File: src/rtl/rbus_pkg.sv
package rbus_pkg;

    localparam int unsigned NUM_CLASS = 6;
    localparam int unsigned SLOT_W    = 3;

    // Request bit position of each functional-unit class; lower ranks higher.
    typedef enum logic [2:0] {
        CLS_BRANCH = 3'd0,
        CLS_DIVIDE = 3'd1,
        CLS_LDST   = 3'd2,
        CLS_MULT   = 3'd3,
        CLS_FPADD  = 3'd4,
        CLS_INTALU = 3'd5
    } fu_class_e;

    // Grant decision for one class: won, and which bus slot.
    typedef struct packed {
        logic              hit;
        logic [SLOT_W-1:0] slot;
    } grant_t;

    // Number of set bits strictly below position pos.
    function automatic logic [SLOT_W:0] ones_below(
        input logic [NUM_CLASS-1:0] vec,
        input int unsigned          pos
    );
        logic [SLOT_W:0] n;
        n = '0;
        for (int unsigned i = 0; i < NUM_CLASS; i++) begin
            if (i < pos && vec[i]) n = n + 1'b1;
        end
        return n;
    endfunction

endpackage

File: src/rtl/rbus_grant.sv
module rbus_grant
    import rbus_pkg::*;
#(
    parameter int unsigned NUM_BUS = 2
) (
    input  logic                 rst,
    input  logic [NUM_CLASS-1:0] req,
    output grant_t [NUM_CLASS-1:0] gnt
);

    localparam int unsigned LAST_CLASS = int'(CLS_INTALU);

    always_comb begin
        for (int unsigned c = 0; c <= LAST_CLASS; c++) begin
            logic [SLOT_W:0] ahead;
            ahead       = ones_below(req, c);
            gnt[c].hit  = !rst && req[c] && (int'(ahead) < int'(NUM_BUS));
            gnt[c].slot = gnt[c].hit ? ahead[SLOT_W-1:0] : '0;
        end
    end

endmodule

File: src/rtl/rbus_steer.sv
module rbus_steer
    import rbus_pkg::*;
#(
    parameter int unsigned NUM_BUS = 2,
    parameter int unsigned TAG_W   = 6,
    parameter int unsigned DATA_W  = 32
) (
    input  logic                                 clk,
    input  logic                                 rst,
    input  grant_t [NUM_CLASS-1:0]               gnt,
    input  logic [NUM_CLASS-1:0][TAG_W-1:0]      tag_in,
    input  logic [NUM_CLASS-1:0][DATA_W-1:0]     data_in,
    output logic [NUM_BUS-1:0]                   vld,
    output logic [NUM_BUS-1:0][TAG_W-1:0]        tag_out,
    output logic [NUM_BUS-1:0][DATA_W-1:0]       data_out
);

    for (genvar b = 0; b < NUM_BUS; b++) begin : g_bus
        logic [NUM_CLASS-1:0] pick;

        always_comb begin
            for (int unsigned c = 0; c < NUM_CLASS; c++) begin
                pick[c] = gnt[c].hit && (int'(gnt[c].slot) == b);
            end
        end

        always_comb begin
            tag_out[b]  = '0;
            data_out[b] = '0;
            for (int unsigned c = 0; c < NUM_CLASS; c++) begin
                if (pick[c]) begin
                    tag_out[b]  = tag_out[b]  | tag_in[c];
                    data_out[b] = data_out[b] | data_in[c];
                end
            end
        end

        assign vld[b] = |pick;

        AST_BUS_ONE_OWNER: assert property (@(posedge clk) disable iff (rst)
            $onehot0(pick));

        if (b > 0) begin : g_prefix
            AST_VALID_PACKED: assert property (@(posedge clk) disable iff (rst)
                vld[b] |-> vld[b-1]);
        end
    end

endmodule

File: src/rtl/rbus_util_cnt.sv
module rbus_util_cnt #(
    parameter int unsigned CNT_W = 16
) (
    input  logic             clk,
    input  logic             rst,
    input  logic             hit,
    output logic [CNT_W-1:0] cnt
);

    always_ff @(posedge clk) begin
        if (rst)      cnt <= '0;
        else if (hit) cnt <= cnt + 1'b1;
    end

    AST_CNT_STEP: assert property (@(posedge clk) disable iff (rst)
        hit |=> cnt == $past(cnt) + 1'b1);

    AST_CNT_HOLD: assert property (@(posedge clk) disable iff (rst)
        !hit |=> $stable(cnt));

endmodule

File: src/rtl/result_bus_arbiter.sv
module result_bus_arbiter
    import rbus_pkg::*;
#(
    parameter int unsigned NUM_BUS = 2,
    parameter int unsigned TAG_W   = 6,
    parameter int unsigned DATA_W  = 32,
    parameter int unsigned CNT_W   = 16,
    localparam int unsigned BIDX_W = (NUM_BUS > 1) ? $clog2(NUM_BUS) : 1
) (
    input  logic                          clk,
    input  logic                          rst,
    input  logic [NUM_CLASS-1:0]          req_i,
    input  logic [NUM_CLASS*TAG_W-1:0]    req_tag_i,
    input  logic [NUM_CLASS*DATA_W-1:0]   req_data_i,
    output logic [NUM_CLASS-1:0]          gnt_o,
    output logic [NUM_CLASS*BIDX_W-1:0]   gnt_bus_o,
    output logic [NUM_BUS-1:0]            bus_vld_o,
    output logic [NUM_BUS*TAG_W-1:0]      bus_tag_o,
    output logic [NUM_BUS*DATA_W-1:0]     bus_data_o,
    output logic [NUM_BUS*CNT_W-1:0]      bus_cnt_o
);

    grant_t [NUM_CLASS-1:0]             gnt;
    logic [NUM_CLASS-1:0][TAG_W-1:0]    tag_a;
    logic [NUM_CLASS-1:0][DATA_W-1:0]   data_a;
    logic [NUM_BUS-1:0][TAG_W-1:0]      btag;
    logic [NUM_BUS-1:0][DATA_W-1:0]     bdata;

    assign tag_a  = req_tag_i;
    assign data_a = req_data_i;

    rbus_grant #(.NUM_BUS(NUM_BUS)) u_grant (
        .rst (rst),
        .req (req_i),
        .gnt (gnt)
    );

    rbus_steer #(.NUM_BUS(NUM_BUS), .TAG_W(TAG_W), .DATA_W(DATA_W)) u_steer (
        .clk      (clk),
        .rst      (rst),
        .gnt      (gnt),
        .tag_in   (tag_a),
        .data_in  (data_a),
        .vld      (bus_vld_o),
        .tag_out  (btag),
        .data_out (bdata)
    );

    assign bus_tag_o  = btag;
    assign bus_data_o = bdata;

    for (genvar c = 0; c < NUM_CLASS; c++) begin : g_cls
        assign gnt_o[c] = gnt[c].hit;
        assign gnt_bus_o[c*BIDX_W +: BIDX_W] = BIDX_W'(gnt[c].slot);

        AST_HOLD_PENDING: assert property (@(posedge clk) disable iff (rst)
            (req_i[c] && !gnt_o[c]) |=> (req_i[c]
                && $stable(req_tag_i[c*TAG_W +: TAG_W])
                && $stable(req_data_i[c*DATA_W +: DATA_W])));

        AST_GRANT_SUBSET: assert property (@(posedge clk) disable iff (rst)
            gnt_o[c] |-> req_i[c]);

        if (c > 0) begin : g_rank
            AST_PRIORITY_ORDER: assert property (@(posedge clk) disable iff (rst)
                gnt_o[c] |-> ((req_i[c-1:0] & ~gnt_o[c-1:0]) == '0));
        end
    end

    for (genvar b = 0; b < NUM_BUS; b++) begin : g_cnt
        rbus_util_cnt #(.CNT_W(CNT_W)) u_cnt (
            .clk (clk),
            .rst (rst),
            .hit (bus_vld_o[b]),
            .cnt (bus_cnt_o[b*CNT_W +: CNT_W])
        );
    end

    AST_GRANT_LIMIT: assert property (@(posedge clk) disable iff (rst)
        $countones(gnt_o) == (($countones(req_i) < NUM_BUS) ? $countones(req_i) : NUM_BUS));

    AST_VALID_COUNT: assert property (@(posedge clk) disable iff (rst)
        $countones(bus_vld_o) == $countones(gnt_o));

    AST_RESET_QUIET: assert property (@(posedge clk)
        rst |-> (gnt_o == '0 && bus_vld_o == '0));

endmodule

File: config.mk
export PLATFORM = sky130hd
export DESIGN_NAME = result_bus_arbiter
export DESIGN_NICKNAME = d
export VERILOG_FILES = /design/src/rtl/rbus_pkg.sv /design/src/rtl/rbus_grant.sv /design/src/rtl/rbus_steer.sv /design/src/rtl/rbus_util_cnt.sv /design/src/rtl/result_bus_arbiter.sv
export SDC_FILE = /design/constraint.sdc
export NUM_CORES = 1
export LEC_CHECK = 0
export BUFFER_PORTS_ARGS = -buffer_cell sky130_fd_sc_hd__buf_4
export CAP_MARGIN = 20
export CELL_PAD_IN_SITES_DETAIL_PLACEMENT = 1
export CELL_PAD_IN_SITES_GLOBAL_PLACEMENT = 1
export CORE_MARGIN = 10
export CORE_UTILIZATION = 23
export DETAILED_ROUTE_END_ITERATION = 10
export GPL_ROUTABILITY_DRIVEN = 0
export MAX_ROUTING_LAYER = met4
export PLACE_DENSITY_LB_ADDON = 0.1
export SKIP_LAST_GASP = 1
export SYNTH_ARGS = -nofsm -noshare
export SYNTH_HDL_FRONTEND = slang
export SYNTH_SLANG_ARGS = --single-unit
File: constraint.sdc
create_clock -name clk -period 3.1 [get_ports clk]
set_clock_uncertainty 0.05 [all_clocks]
set_input_delay 0.155 -clock clk [delete_from_list [all_inputs] [get_ports clk]]
set_output_delay 0.155 -clock clk [all_outputs]
set_load 0.01 [all_outputs]
=== Yosys cells after proc, flatten, opt, wreduce, memory -nomap -nowiden ===
Index checks and enable logic that the tools add are counted.

* Flip-flop bits (word level): 32
* Latch bits: 0
* Memory bits (writable): 0
* Bits in read-only memories: 0
* Input port bits: 236
* Output and inout bits: 122
* Memories: 0

* $add $sub $neg: 6
* Multipliers: 0
* Div/mod/pow operators: 0
* $lt $le $gt $ge: 5
* Equality and inequality tests: 5
* Shifts and indexed selects: 0
* Mux-type cells: 32
* Bitwise operators: 18
* Reductions and logical operators: 29

{| class="wikitable"
|+ Operator list
! kind !! number
|-
| 32-bit two-way mux || 11
|-
| 32-bit bitwise OR || 9
|-
| 6-bit two-way mux || 11
|-
| 6-bit bitwise OR || 9
|-
| 16-bit by 1-bit adder with 16-bit output, second input constant || 2
|-
| 1-bit logical AND || 21
|-
| 4-bit by 2-bit < comparator with 1-bit output, second input constant || 5
|-
| 4-bit by 1-bit adder with 4-bit output, second input constant || 4
|-
| 4-bit two-way mux || 4
|-
| 3-bit by 2-bit == test with 1-bit output, second input constant || 5
|-
| 3-bit logical NOT || 5
|-
| 3-bit two-way mux || 5
|-
| 6-bit OR reduction || 1
|-
| 5-bit OR reduction || 1
|-
| 1-bit logical NOT || 1
|-
| 1-bit two-way mux || 1
|}

=== Depth between registers and ports, before layout ===
* Depth in word-level cells: 15
* Gate-level depth with buffers: 17
* Gate-level depth less buffers: 15

=== By module ===
From an unflattened synthesis, not the netlist that was laid out.

* Cells, all modules: 524
* Area total of the unflattened synthesis: 4212.8 um^2

{| class="wikitable"
|+ Modules (own cells, without submodules)
! module !! times used !! cells an instance !! area each (um^2) !! seq. area each (um^2)
|-
| rbus_steer || 1 || 298 || 2272.2 || 0.0
|-
| rbus_util_cnt || 2 || 83 || 757.0 || 320.3
|-
| rbus_grant || 1 || 60 || 426.7 || 0.0
|}

=== Worst setup path before layout ===
No wires, ideal clock.

* Path kind: input port to output port
* Start point: input port req_i[0]
* End point: output port bus_data_o[54]
* Arrival time: 2.836 ns
* Setup slack: 0.059 ns
* Cell stages on the path: 14
* Path buffers: 2
* Cell sequence: fa_1 ha_1 nand2_1 o31ai_4 ha_1 nand2_1 o21ai_0 nor2_1 o2111ai_4 inv_2 buf_4 buf_2 nand2_1 nand3_1

* Word-level cells in the longest chain between the ends: 15

{| class="wikitable"
|+ RTL lines
! item !! RTL line !! RTL
|-
| start, declared || result_bus_arbiter.sv:12 || <nowiki>input logic [NUM_CLASS-1:0] req_i,</nowiki>
|-
| 1-bit two-way mux * || rbus_pkg.sv:30 || <nowiki>if (i < pos && vec[i]) n = n + 1'b1;</nowiki>
|-
| 4-bit by 1-bit adder with 4-bit output || rbus_pkg.sv:30 ||
|-
| 4-bit two-way mux * || rbus_pkg.sv:30 ||
|-
| 4-bit by 1-bit adder with 4-bit output || rbus_pkg.sv:30 ||
|-
| 4-bit two-way mux * || rbus_pkg.sv:30 ||
|-
| 4-bit by 1-bit adder with 4-bit output || rbus_pkg.sv:30 ||
|-
| 4-bit two-way mux * || rbus_pkg.sv:30 ||
|-
| 4-bit by 1-bit adder with 4-bit output || rbus_pkg.sv:30 ||
|-
| 4-bit two-way mux * || rbus_pkg.sv:30 ||
|-
| 4-bit by 2-bit < comparator with 1-bit output || rbus_grant.sv:17 || <nowiki>gnt[c].hit = !rst && req[c] && (int'(ahead) < int'(NUM_BUS));</nowiki>
|-
| 1-bit logical AND || rbus_grant.sv:17 ||
|-
| 3-bit two-way mux * || rbus_grant.sv:18 || <nowiki>gnt[c].slot = gnt[c].hit ? ahead[SLOT_W-1:0] : '0;</nowiki>
|-
| named net gnt_bus_o[5] || result_bus_arbiter.sv:16 || <nowiki>output logic [NUM_CLASS*BIDX_W-1:0] gnt_bus_o,</nowiki>
|-
| 3-bit by 2-bit == test with 1-bit output * || rbus_steer.sv:23 || <nowiki>pick[c] = gnt[c].hit && (int'(gnt[c].slot) == b);</nowiki>
|-
| 1-bit logical AND * || rbus_steer.sv:23 ||
|-
| 32-bit two-way mux * || rbus_steer.sv:31 || <nowiki>if (pick[c]) begin</nowiki>
|-
| end, declared || result_bus_arbiter.sv:19 || <nowiki>output logic [NUM_BUS*DATA_W-1:0] bus_data_o,</nowiki>
|}

Mark *: on every way through the listed nets, which the timed path passes. The rest lies on a longest branch.

=== Worst setup path after layout ===
* Start point: input port req_i[0]
* End point: output port bus_tag_o[3]

* Word-level cells in the longest chain between the ends: 15

{| class="wikitable"
|+ RTL lines
! item !! RTL line !! RTL
|-
| 1-bit two-way mux || rbus_pkg.sv:30 ||
|-
| 4-bit by 1-bit adder with 4-bit output or 4-bit by 2-bit < comparator with 1-bit output (tied branches) || rbus_pkg.sv:30, rbus_grant.sv:17 ||
|-
| 4-bit two-way mux or 1-bit logical AND (tied branches) || rbus_pkg.sv:30, rbus_grant.sv:17 ||
|-
| 4-bit by 1-bit adder with 4-bit output (tied with other cells) || rbus_pkg.sv:30 ||
|-
| 4-bit two-way mux (tied with other cells) || rbus_pkg.sv:30 ||
|-
| 4-bit by 1-bit adder with 4-bit output (tied with other cells) || rbus_pkg.sv:30 ||
|-
| 4-bit two-way mux (tied with other cells) || rbus_pkg.sv:30 ||
|-
| 4-bit by 1-bit adder with 4-bit output (tied with other cells) || rbus_pkg.sv:30 ||
|-
| 4-bit two-way mux (tied with other cells) || rbus_pkg.sv:30 ||
|-
| 4-bit by 2-bit < comparator with 1-bit output (tied with other cells) || rbus_grant.sv:17 ||
|-
| 1-bit logical AND (tied with other cells) || rbus_grant.sv:17 ||
|-
| 3-bit two-way mux (tied with other cells) || rbus_grant.sv:18 ||
|-
| 3-bit logical NOT or 6-bit two-way mux (tied branches) || rbus_steer.sv:23, rbus_steer.sv:31 ||
|-
| 1-bit logical AND or 6-bit bitwise OR (tied branches) || rbus_steer.sv:23, rbus_steer.sv:32 ||
|-
| 6-bit two-way mux * || rbus_steer.sv:31 ||
|-
| end, declared || result_bus_arbiter.sv:18 || <nowiki>output logic [NUM_BUS*TAG_W-1:0] bus_tag_o,</nowiki>
|}

Every way passes the cells marked *; elsewhere a longest branch is shown, timed or not.

==> reports/results.tsv <==
metric	value	unit
outcome	complete, no violations	
Cell variety after synth	50	
Vias/cell	5.89	
clock tree buffer depth	2	
CP Cell Sequence	buf_4 -> fa_1 -> ha_1 -> nand2_2 -> buf_4 -> o32a_1 -> and4_1 -> o211a_2 -> buf_12 -> a221o_1 -> buf_4	
Slew @ Worst Pin	0.594	ns
CTS sink cnt	32	
Hold/Removal Path Class	reg -> reg	
Final min period	3.04	ns
CTS tree	built	
Chip Width	157	µm
max reg flops	32	
Synth Flop Type	dfxtp_1	
final core occ	41.5	%
Starting Density	23.3	%
Avg Cell Area, Syn	7.13	µm²
Core ar.	18600	µm²
DIE HEIGHT	157	µm
global-route usage over all layers	25.3	%
CTS Hold Bufs	0	
PortBufs	356	
FMAX	0.329	GHz
EDFF count, synth	0	
Largest Register	g_cnt.u_cnt.cnt	
commonest non-fill, non-tap cells in the layout	buf_4, nand2_1, a222oi_1	
worst hold slack	0.436	ns
largest net degree at the start of global routing	58	
Largest regs	g_cnt.u_cnt.cnt (32)	
Syn Std Cell Area	4320	µm²
detailed-route wire length	33200	µm
Peak VDD IR	0.130	mV
static leakage	3.80	nW
vias in the first global route	7551	
drt initial violations	799	
CP top delay family	compound AO/OA/AOI/OAI gates	
routed vias	7017	
die area	24700	µm²
Pwr per Cell Area	292	nW/µm²
clock root buffer	clkbuf_16	
Placed Cells	1174	
non-filler cells, final	1192	
Skew-Pair Late Insertion Delay	0.28	ns
CP max stage delay	0.51	ns
max-slew violation count	0	
Req. time, crit path	2.89	ns
most used cell along the critical path	buf_4	
area occupied by multi-input gates	3440	µm²
initial antenna violation count	3	
nets@finish	1197	
GRT overflow	0	
hpwl dp	25700	µm
Fin Setup TNS	0	ns
DRC	0	
first-pass GRT wire length	46900	µm
worst path arrival time	2.83	ns
Placement Rows	50	
syn nets	849	
Max Cap Viol	0	
Worst-path clk slew	0.06	ns
H-tree depth	2	
slowest stage cell on the critical path	fa_1	
Seq cells post-synth	32	
crit path kind	in -> out	
Final Hold Viols	0	
First-pass DRT Iterations	9	
Mapped Cells	606	
critical path endpoint category	output pin	
Area growth, synth to finish	78.6	%
num ports	358	
Buf+Inv Stages, Crit Path	4	
slew margin rel.	60.4	%
share of layout cells above drive strength 1	46.5	%
Yosys warnings	0	
final setup fails	0	
most common cell after layout, fill and taps aside	buf_4	
Fill cells	2303	
crit share post-route	98.0	%
Async SR Flop Fraction	0	%
Antenna Violating Nets Remaining	0	
Seq/Total Area, Yosys	14.8	%
Worst setup SP type	input port	
cts bufs inserted	5	
final total power	2.26	mW
Reg area	641	µm²
worst-path fanout max	28	
WL/cell	27.9	µm
-- cell type report --
type / count / share of cell area (%)
Timing Repair Buffer: 404 / 40.8
Multi-Input combinational cell: 507 / 44.6
Tap cell: 234 / 3.79
Clock inverter: 3 / 0.551
Sequential cell: 32 / 8.30
Antenna cell: 3 / 0.0973
Inverter: 4 / 0.259
Clock buffer: 5 / 1.62
-- repair_timing --
| item | in CTS | in global routing |
|---|---|---|
| gates resized for setup | 0 | 6 |
| gates cloned | 0 | 2 |
| setup endpoints to repair | 1 | 75 |
| pin swaps | 1 | 2 |
| buffers inserted | 0 | 5 |
| hold endpoints to repair | 0 | 0 |
-- path summary, 6_finish.rpt --
path                            end                    from  cells after the start  slack (ns)
max                    bus_tag_o[3]                req_i[0]                     11        0.06
min          g_cnt[1].u_cnt.cnt[13]  g_cnt[1].u_cnt.cnt[13]                      1        0.44
max reg2reg  g_cnt[1].u_cnt.cnt[15]   g_cnt[1].u_cnt.cnt[2]                      6        1.02
min reg2reg  g_cnt[1].u_cnt.cnt[13]  g_cnt[1].u_cnt.cnt[13]                      1        0.44
-- cells in the mapped netlist, types with 9 or more instances --
| master | instances | share of area, % |
|---|---|---|
| a21oi_1 | 13 | 1.5 |
| a221o_1 | 38 | 8.8 |
| a222oi_1 | 76 | 18 |
| buf_2 | 10 | 1.2 |
| clkbuf_1 | 45 | 3.9 |
| dfxtp_1 | 32 | 15 |
| mux2_1 | 13 | 3.4 |
| mux2i_1 | 9 | 2.1 |
| nand2_1 | 161 | 14 |
| nand2b_1 | 12 | 1.7 |
| nand3_1 | 42 | 4.9 |
| nor2_1 | 26 | 2.3 |
| nor2b_1 | 20 | 2.9 |
| nor3_1 | 11 | 1.3 |
-- worst register-to-register path, cell delays in order, from the launching register on --
cell and delay (ns):
dfxtp_1 0.44, and4_1 0.28, and4_1 0.37, and3_1 0.25, nand3_1 0.09, a21oi_1 0.14
mux2_1 0.34
-- where the power goes --
group	internal, mW	leakage [nW]	switching [mW]	total [mW]
clock	0.377	0.0798	0.196	0.574
combinational	0.623	3.46	0.630	1.25
sequential	0.420	0.258	0.0102	0.430
-- per-layer routing --
layer,global-route usage [%],share of wire (%),vias to the layer above
met5,-,0,-
li1,-,-,3086
met4,10.2,3.5,0
met3,6.82,8.5,65
met2,42.1,50,389
met1,28.4,38,3477
-- per-stage QoR --
| step | setup slack [ns] | cell area [µm²] |
|---|---|---|
| after floorplan | 0.0590 | 4320 |
| after global placement | 0.0385 | 7430 |
| after detailed placement | -0.0146 | 7440 |
| after CTS | -0.00748 | 7610 |
| after global routing | -0.00731 | 7720 |
| final | 0.0610 | 7720 |
-- cells by family (layout without fill, tap and decap cells) --
logic type | after synthesis | count (layout) | synth area share (%)
buf+inv | 67 | 416 | 6.63
mux | 28 | 28 | 7.04
other cells | 1 | 4 | 0.0868
xor+xnor | 3 | 3 | 0.956
fa+ha+maj | 7 | 7 | 2.20
simple gates | 310 | 310 | 33.7
compound gates | 158 | 158 | 34.6
flops | 32 | 32 | 14.8
(Power assumes the default switching activity.)
